$ cat config.mk
export PLATFORM = sky130hd
export DESIGN_NAME = sbreg_ss_ctrl
export DESIGN_NICKNAME = d
export VERILOG_FILES = /design/src/rtl/sbreg_ss_ctrl.sv
export SDC_FILE = /design/constraint.sdc
export NUM_CORES = 1
export LEC_CHECK = 0
export BUFFER_PORTS_ARGS = -buffer_cell sky130_fd_sc_hd__buf_2
export CORE_AREA = 3 3 58 60
export DETAILED_ROUTE_END_ITERATION = 7
export DIE_AREA = 0 0 61 63
export PLACE_DENSITY = 0.71
export SYNTH_ARGS = -nofsm -noshare
export SYNTH_HDL_FRONTEND = slang
export SYNTH_SLANG_ARGS = --single-unit
$ cat constraint.sdc
create_clock -name clk -period 2.15 [get_ports clk]
set_input_delay 0.43 -clock clk [delete_from_list [all_inputs] [get_ports clk]]
set_output_delay 0.43 -clock clk [all_outputs]
set_load 0.02 [all_outputs]
$ cat src/rtl/sbreg_ss_ctrl.sv
module sbreg_ss_ctrl #(
  parameter int CODE_W   = 6,
  parameter int TICK_DIV = 16
) (
  input  logic              clk,
  input  logic              por_n,
  input  logic              stby_good,
  input  logic              in_sleep,
  input  logic              uv_flag,
  input  logic              ot_flag,
  output logic              reg_en,
  output logic [CODE_W-1:0] ramp_code,
  output logic              ramp_done,
  output logic              fault_latched
);
  localparam logic [CODE_W-1:0] FULL = {CODE_W{1'b1}};
  localparam int INTERVAL = ((1 << CODE_W) - 1) * TICK_DIV;
  localparam int CNT_W = $clog2(INTERVAL + 1);
  localparam logic [CNT_W-1:0] CNT_LAST = CNT_W'(INTERVAL - 1);
  localparam logic [CNT_W-1:0] TICK_LAST = CNT_W'(TICK_DIV - 1);

  typedef enum logic [2:0] {S_IDLE, S_WAIT, S_RAMP, S_ON, S_RETRY, S_LATCH} st_t;

  st_t              st;
  logic [CNT_W-1:0] cnt;
  logic [1:0]       retries;
  logic             uv_q;
  logic             uv_evt;

  assign uv_evt        = (st == S_ON) && in_sleep && uv_flag && uv_q;
  assign reg_en        = (st == S_RAMP) || (st == S_ON);
  assign ramp_done     = (st == S_ON);
  assign fault_latched = (st == S_LATCH);

  always_ff @(posedge clk or negedge por_n) begin
    if (!por_n) begin
      st        <= S_IDLE;
      cnt       <= '0;
      ramp_code <= '0;
      retries   <= '0;
      uv_q      <= 1'b0;
    end else begin
      uv_q <= uv_flag;
      if (st == S_LATCH) begin
        ramp_code <= '0;
      end else if (!stby_good || ot_flag) begin
        st        <= S_IDLE;
        cnt       <= '0;
        ramp_code <= '0;
      end else begin
        case (st)
          S_IDLE: begin
            st  <= S_WAIT;
            cnt <= '0;
          end
          S_WAIT, S_RETRY: begin
            if (cnt == CNT_LAST) begin
              st  <= S_RAMP;
              cnt <= '0;
            end else begin
              cnt <= cnt + 1'b1;
            end
          end
          S_RAMP: begin
            if (cnt == TICK_LAST) begin
              cnt       <= '0;
              ramp_code <= ramp_code + 1'b1;
              if (ramp_code == FULL - 1'b1) st <= S_ON;
            end else begin
              cnt <= cnt + 1'b1;
            end
          end
          S_ON: begin
            if (uv_evt) begin
              ramp_code <= '0;
              cnt       <= '0;
              if (retries == 2'd3) begin
                st <= S_LATCH;
              end else begin
                retries <= retries + 1'b1;
                st      <= S_RETRY;
              end
            end
          end
          default: st <= S_IDLE;
        endcase
      end
    end
  end


  code_mono_chk: assert property (@(posedge clk) disable iff (!por_n)
    (reg_en && $past(reg_en)) |-> (ramp_code >= $past(ramp_code)));


  code_step_chk: assert property (@(posedge clk) disable iff (!por_n)
    (reg_en && $past(reg_en) && ramp_code != $past(ramp_code))
      |-> (ramp_code == $past(ramp_code) + 1'b1));


  done_full_chk: assert property (@(posedge clk) disable iff (!por_n)
    ramp_done |-> (ramp_code == FULL && reg_en));


  latch_hold_chk: assert property (@(posedge clk) disable iff (!por_n)
    fault_latched |=> fault_latched);


  latch_off_chk: assert property (@(posedge clk) disable iff (!por_n)
    fault_latched |-> (!reg_en && ramp_code == '0));


  ot_off_chk: assert property (@(posedge clk) disable iff (!por_n)
    ot_flag |=> !reg_en);
endmodule

Yosys cells after proc, flatten, opt, wreduce, memory -nomap -nowiden. Cells that the tools add are included.

Register bits after elaboration: 22. Bits of input ports: 6. Output and inout bits: 9. Word-level logic and storage cells: 57.

$add $sub $neg: 3. Equal/unequal tests: 15. Muxes and demuxes: 17. Bitwise gates (word level): 3. Reductions and logical operators: 14.

Operators with widths (number): $mux W10 (4); $pmux W10 S4 (1); $mux W6 (4); $mux W3 (5); $pmux W3 S4 (1); $pmux W6 S2 (1); $add A10 B1 Y10 const B (1); $eq A10 B10 Y1 const B (1); $eq A10 B4 Y1 const B (1); $reduce_and A5 Y1 (2); $ne A3 B1 Y1 const B (3); $add A6 B1 Y6 const B (1); $eq A3 B2 Y1 const B (2); $eq A3 B3 Y1 const B (2); $eq A6 B6 Y1 const B (1); $reduce_and A3 Y1 (2); $reduce_bool A5 Y1 (1); $ne A4 B1 Y1 const B (1); $ne A4 B2 Y1 const B (1); $reduce_bool A4 Y1 (1); $eq A3 B1 Y1 const B (1); $logic_and A1 B1 Y1 (3); $logic_not A3 Y1 (1); $ne A3 B3 Y1 const B (1); other kinds (7) (10).

Depth between registers and ports, before layout.
Depth after elaboration: 8. Mapped depth: 7. Depth with buffers taken out: 7.

Least setup slack after synthesis. Ideal clock, no wire load.

Path type: register -> register. Start: register st[2]. End: register cnt[7]. Setup time: 0.082 ns. Arrival: 1.974 ns. Data required time: 2.068 ns. Slack: 0.094 ns. Stages on the path, launching flop included: 8. Buffers on the path: 2. Cell sequence: dfrtp_1 buf_2 nor2b_1 nand3b_1 o22ai_2 buf_4 a41oi_1 a31oi_1.

Word-level cells in the longest chain between the ends: 6.

Ends and longest elaborated chain: from (decl) (line 24) `st_t st;`; from (signal assigned) (line 37) `st <= S_IDLE;`; from (signal assigned) (line 47) `st <= S_IDLE;`; from (signal assigned) (line 53) `st <= S_WAIT;`; $eq A3 B2 Y1 (line 30, 51); $logic_and A1 B1 Y1 (3 in series) (line 30) `assign uv_evt = (st == S_ON) && in_sleep && uv_flag && uv_q;`; $ne A3 B1 Y1 (no source line); $reduce_and A3 Y1 (no source line); to (signal assigned) (line 61) `cnt <= cnt + 1'b1;`; to (signal assigned) (line 70) `cnt <= cnt + 1'b1;`; to (decl) (line 25) `logic [CNT_W-1:0] cnt;`.

Parallel ways exist; a longest one is shown, timed or not. A chain may end at the register's enable or synchronous reset.

Worst setup path in the final report.
Start: register cnt[7]. End: register st[0].

Word-level cells in the longest chain between the ends: 3.

Ends and longest elaborated chain: $eq A10 B10 Y1 or $eq A10 B4 Y1 (tied branches) (line 57, 65); $ne A3 B3 Y1 (no source line) or $ne A3 B1 Y1 (tied branches); $reduce_and A5 Y1 (no source line) *; to (signal assigned) (line 53); to (signal assigned) (line 58) `st <= S_RAMP;`; to (signal assigned) (line 68) `if (ramp_code == FULL - 1'b1) st <= S_ON;`.

Every way passes the cells marked *; elsewhere a longest branch is shown, timed or not.

==> results by group <==
Critical path
  – Worst EP arrival: 2.25 ns
  – Reg2Reg Setup Slack: 0.11 ns
  – Setup CP Type: flop to flop
  – Startpoint Class: flop
  – R2R Path End: st[0]
  – Crit. End Element: flop
  – Crit path max fanout: 5
  – Critical Path RT: roughly 2.4 ns
  – Reg2reg start: cnt[7]
  – R2r worst-path depth: 5

GRT
  – Vias in the first global route: about 1,000
  – GRT Util Overall: between 10% and 20%
  – Antenna violations before repair: 0
  – Pin count of the biggest net entering global routing: 23
  – First-pass GRT wire length: around 4500 µm
  – Grt ovf: 0

Final layout
  – Final core utilization: 48.5%
  – # diodes: 0
  – Fraction of layout cells with a size suffix above 1: 23.5%
  – P&R area growth vs syn: 11.2%
  – Nets: 160

Yosys
  – Cells after Synth: approximately 130
  – Syn Std Cell Area: about 1300 µm²
  – Seq/Total Area, Yosys: approximately 42%
  – Syn nets: approximately 140
  – Synth cell types: 48
  – Predominant post-synthesis flop cell: dfrtp_1
  – Ys Warns: 0
  – Cell taking the most area after synthesis: dfrtp_1
  – Share of the synthesized area in the top cell type: 42.3%
  – Post-Syn Area per Cell: approximately 9.8 µm²
  – EDFF count, synth: 0
  – Flops & latches, synth: 22
  – Asr flop ratio synth: 100%
  – Dominant cells by area after synthesis: dfrtp_1, ha_1, o21ai_0

Clock tree
  – H-tree depth: 1
  – CTS Buffer Depth: 2
  – Inserted Clock Buffers: 3
  – Clk slew on worst S/H paths: between 0.1 and 0.15 ns
  – Clock sink count: 22
  – Worst skew pair latency: roughly 0.31 ns
  – TritonCTS clock tree: done
  – Root buf cell: clkbuf_4

Drt
  – DRC: 0
  – Via count: 1,065
  – Drt total wl: approximately 2600 µm
  – DRT iter0 DRCs: between 60 and 70
  – Avg Vias per Cell: approximately 5.9
  – Routed len/inst: approximately 14 µm
  – 1st-pass router iterations: 4
  – Post-route ant nets: 0

Floorplanning
  – Core area: about 3000 µm²
  – Num ports: 15
  – Die Y: around 63 µm
  – Initial Util: 43.7%
  – Die Wd: just over 60 µm
  – Rows: 20
  – Die ar.: just under 4000 µm²

STA
  – Total negative slack: 0 ns
  – Tmin final: around 2.0 ns
  – Skew final: between 0.01 and 0.015 ns
  – Slew margin rel.: between 60% and 70%
  – RSZ-0062 raised after global routing: false
  – Final worst path period share: between 90% and 100%
  – Final Hold Viols: 0
  – Setup violators final: 0
  – Final Slew Violations: 0
  – Max Clk Rate: 491 MHz
  – Worst Tran Pin Value: between 0.5 and 0.6 ns

Placed design
  – DP HPWL: around 1900 µm
  – PortBufs: 14
  – Routability Congestion: between 0.7 and 0.8

Run
  – Max-cap viol count: 0

Power
  – Power Density: 531 nW/µm²
  – Leak pwr: approximately 0.00067 µW
  – Maximum vdd drop: roughly 0.00033 V

Run status
  – Outcome: complete, no violations

Worst hold path
  – Min-Delay Path Class: input port to async pin
==> area by class of cell <==
class,instances,area (µm²)
clock buffer,4,36.3
timing repair buffer,17,92.6
inverter,7,26.3
tap,33,41.3
fill,292,1530
sequential,22,551
multi-input combinational,99,698
==> kinds of logic after synthesis <==
group | after synthesis | share of synthesized area [%]
compound gates | 40 | 22.1
xor+xnor | 3 | 2.02
simple gates | 49 | 23.0
buf+inv | 11 | 4.14
fa+ha+maj | 4 | 3.85
mux | 3 | 2.50
flops | 22 | 42.3
==> synthesized netlist by cell type, drive strengths merged (2+ instances only) <==
| library cell | instances |
|---|---|
| nand2 | 9 |
| ha | 4 |
| nand3b | 3 |
| a22o | 5 |
| or4 | 3 |
| and3 | 3 |
| inv | 7 |
| a21oi | 7 |
| nor2 | 6 |
| o31ai | 3 |
| a31oi | 4 |
| nor2b | 4 |
| o22ai | 2 |
| nand3 | 5 |
| xnor2 | 2 |
| dfrtp | 22 |
| nor3 | 3 |
| nand4 | 2 |
| buf | 3 |
| mux2 | 2 |
| or3 | 4 |
| o21ai | 10 |
| a21o | 2 |
==> layout by cell type, fill, tap and decap left out, types with 3 or more instances in the layout <==
cell type	n
buf_4	3
nand3b_1	3
ha_1	4
and3_1	3
o21ai_0	10
or3_1	4
nand3_1	5
clkbuf_4	3
a21oi_1	7
nor2_1	6
nand2_1	9
inv_1	7
nor2b_1	3
o31ai_1	3
buf_2	14
a31oi_1	4
dfrtp_1	22
a22o_1	4
==> where the power goes <==
| group | total (µW) | leakage (µW) | switching, µW | internal, µW |
|---|---|---|---|---|
| registers | 450 | 0.000302 | 19.9 | 430 |
| clock network | 230 | 0.0000210 | 127 | 103 |
| logic | 87.2 | 0.000349 | 51.6 | 35.6 |
| total | 768 | 0.000672 | 198 | 569 |
==> flip-flops by register name, summed over array words and instances (netlist names) <==
signal and count:
cnt 10, ramp_code 6, retries 2, st 3, uv_q 1
==> worst max-delay path: stages, from the launching register on <==
cell	delay (ns)
dfrtp_1	0.43
or4_4	0.56
nor3_4	0.23
o22ai_2	0.13
nor3_2	0.24
mux2_2	0.36
==> worst max path at each step <==
| stage | from | to | cells after the start |
|---|---|---|---|
| 3_5_place_dp | cnt[7] | st[0] | 5 |
| 5_1_grt | cnt[7] | st[0] | 5 |
| 6_report | cnt[7] | st[0] | 5 |
| 4_1_cts | cnt[7] | st[0] | 5 |
| 2_1_floorplan | st[2] | cnt[7] | 7 |
| 3_3_place_gp | cnt[7] | st[0] | 5 |
==> metal layers <==
layer	GRT usage [%]	wire [µm]	vias to the layer above
met5	0	0	-
met4	3.52	0	0
met3	3.72	100	0
met2	23.0	1330	24
met1	20.4	1200	516
li1	-	-	525
==> per-stage QoR <==
step / instances / hold slack (ns) / power [µW] / worst slack, ns / cell area, µm²
6_report: 182 / 0.0602 / 768 / 0.111 / 1450
5_1_grt: 182 / 0.0791 / 808 / 0.0205 / 1450
4_1_cts: 182 / 0.0790 / 775 / 0.0957 / 1440
3_5_place_dp: 178 / 0.433 / 547 / 0.0978 / 1410
3_3_place_gp: 178 / 0.420 / 541 / 0.168 / 1410
2_1_floorplan: 132 / 0.134 / 517 / 0.0939 / 1300
==> timing repair <==
action / CTS / global route
setup endpoints to repair: 0 / 1
buffers inserted: 0 / 0
resized for setup: 0 / 1
hold endpoints to repair: 0 / 0
hold buffers: 0 / 0
(Power assumes the default switching activity.)
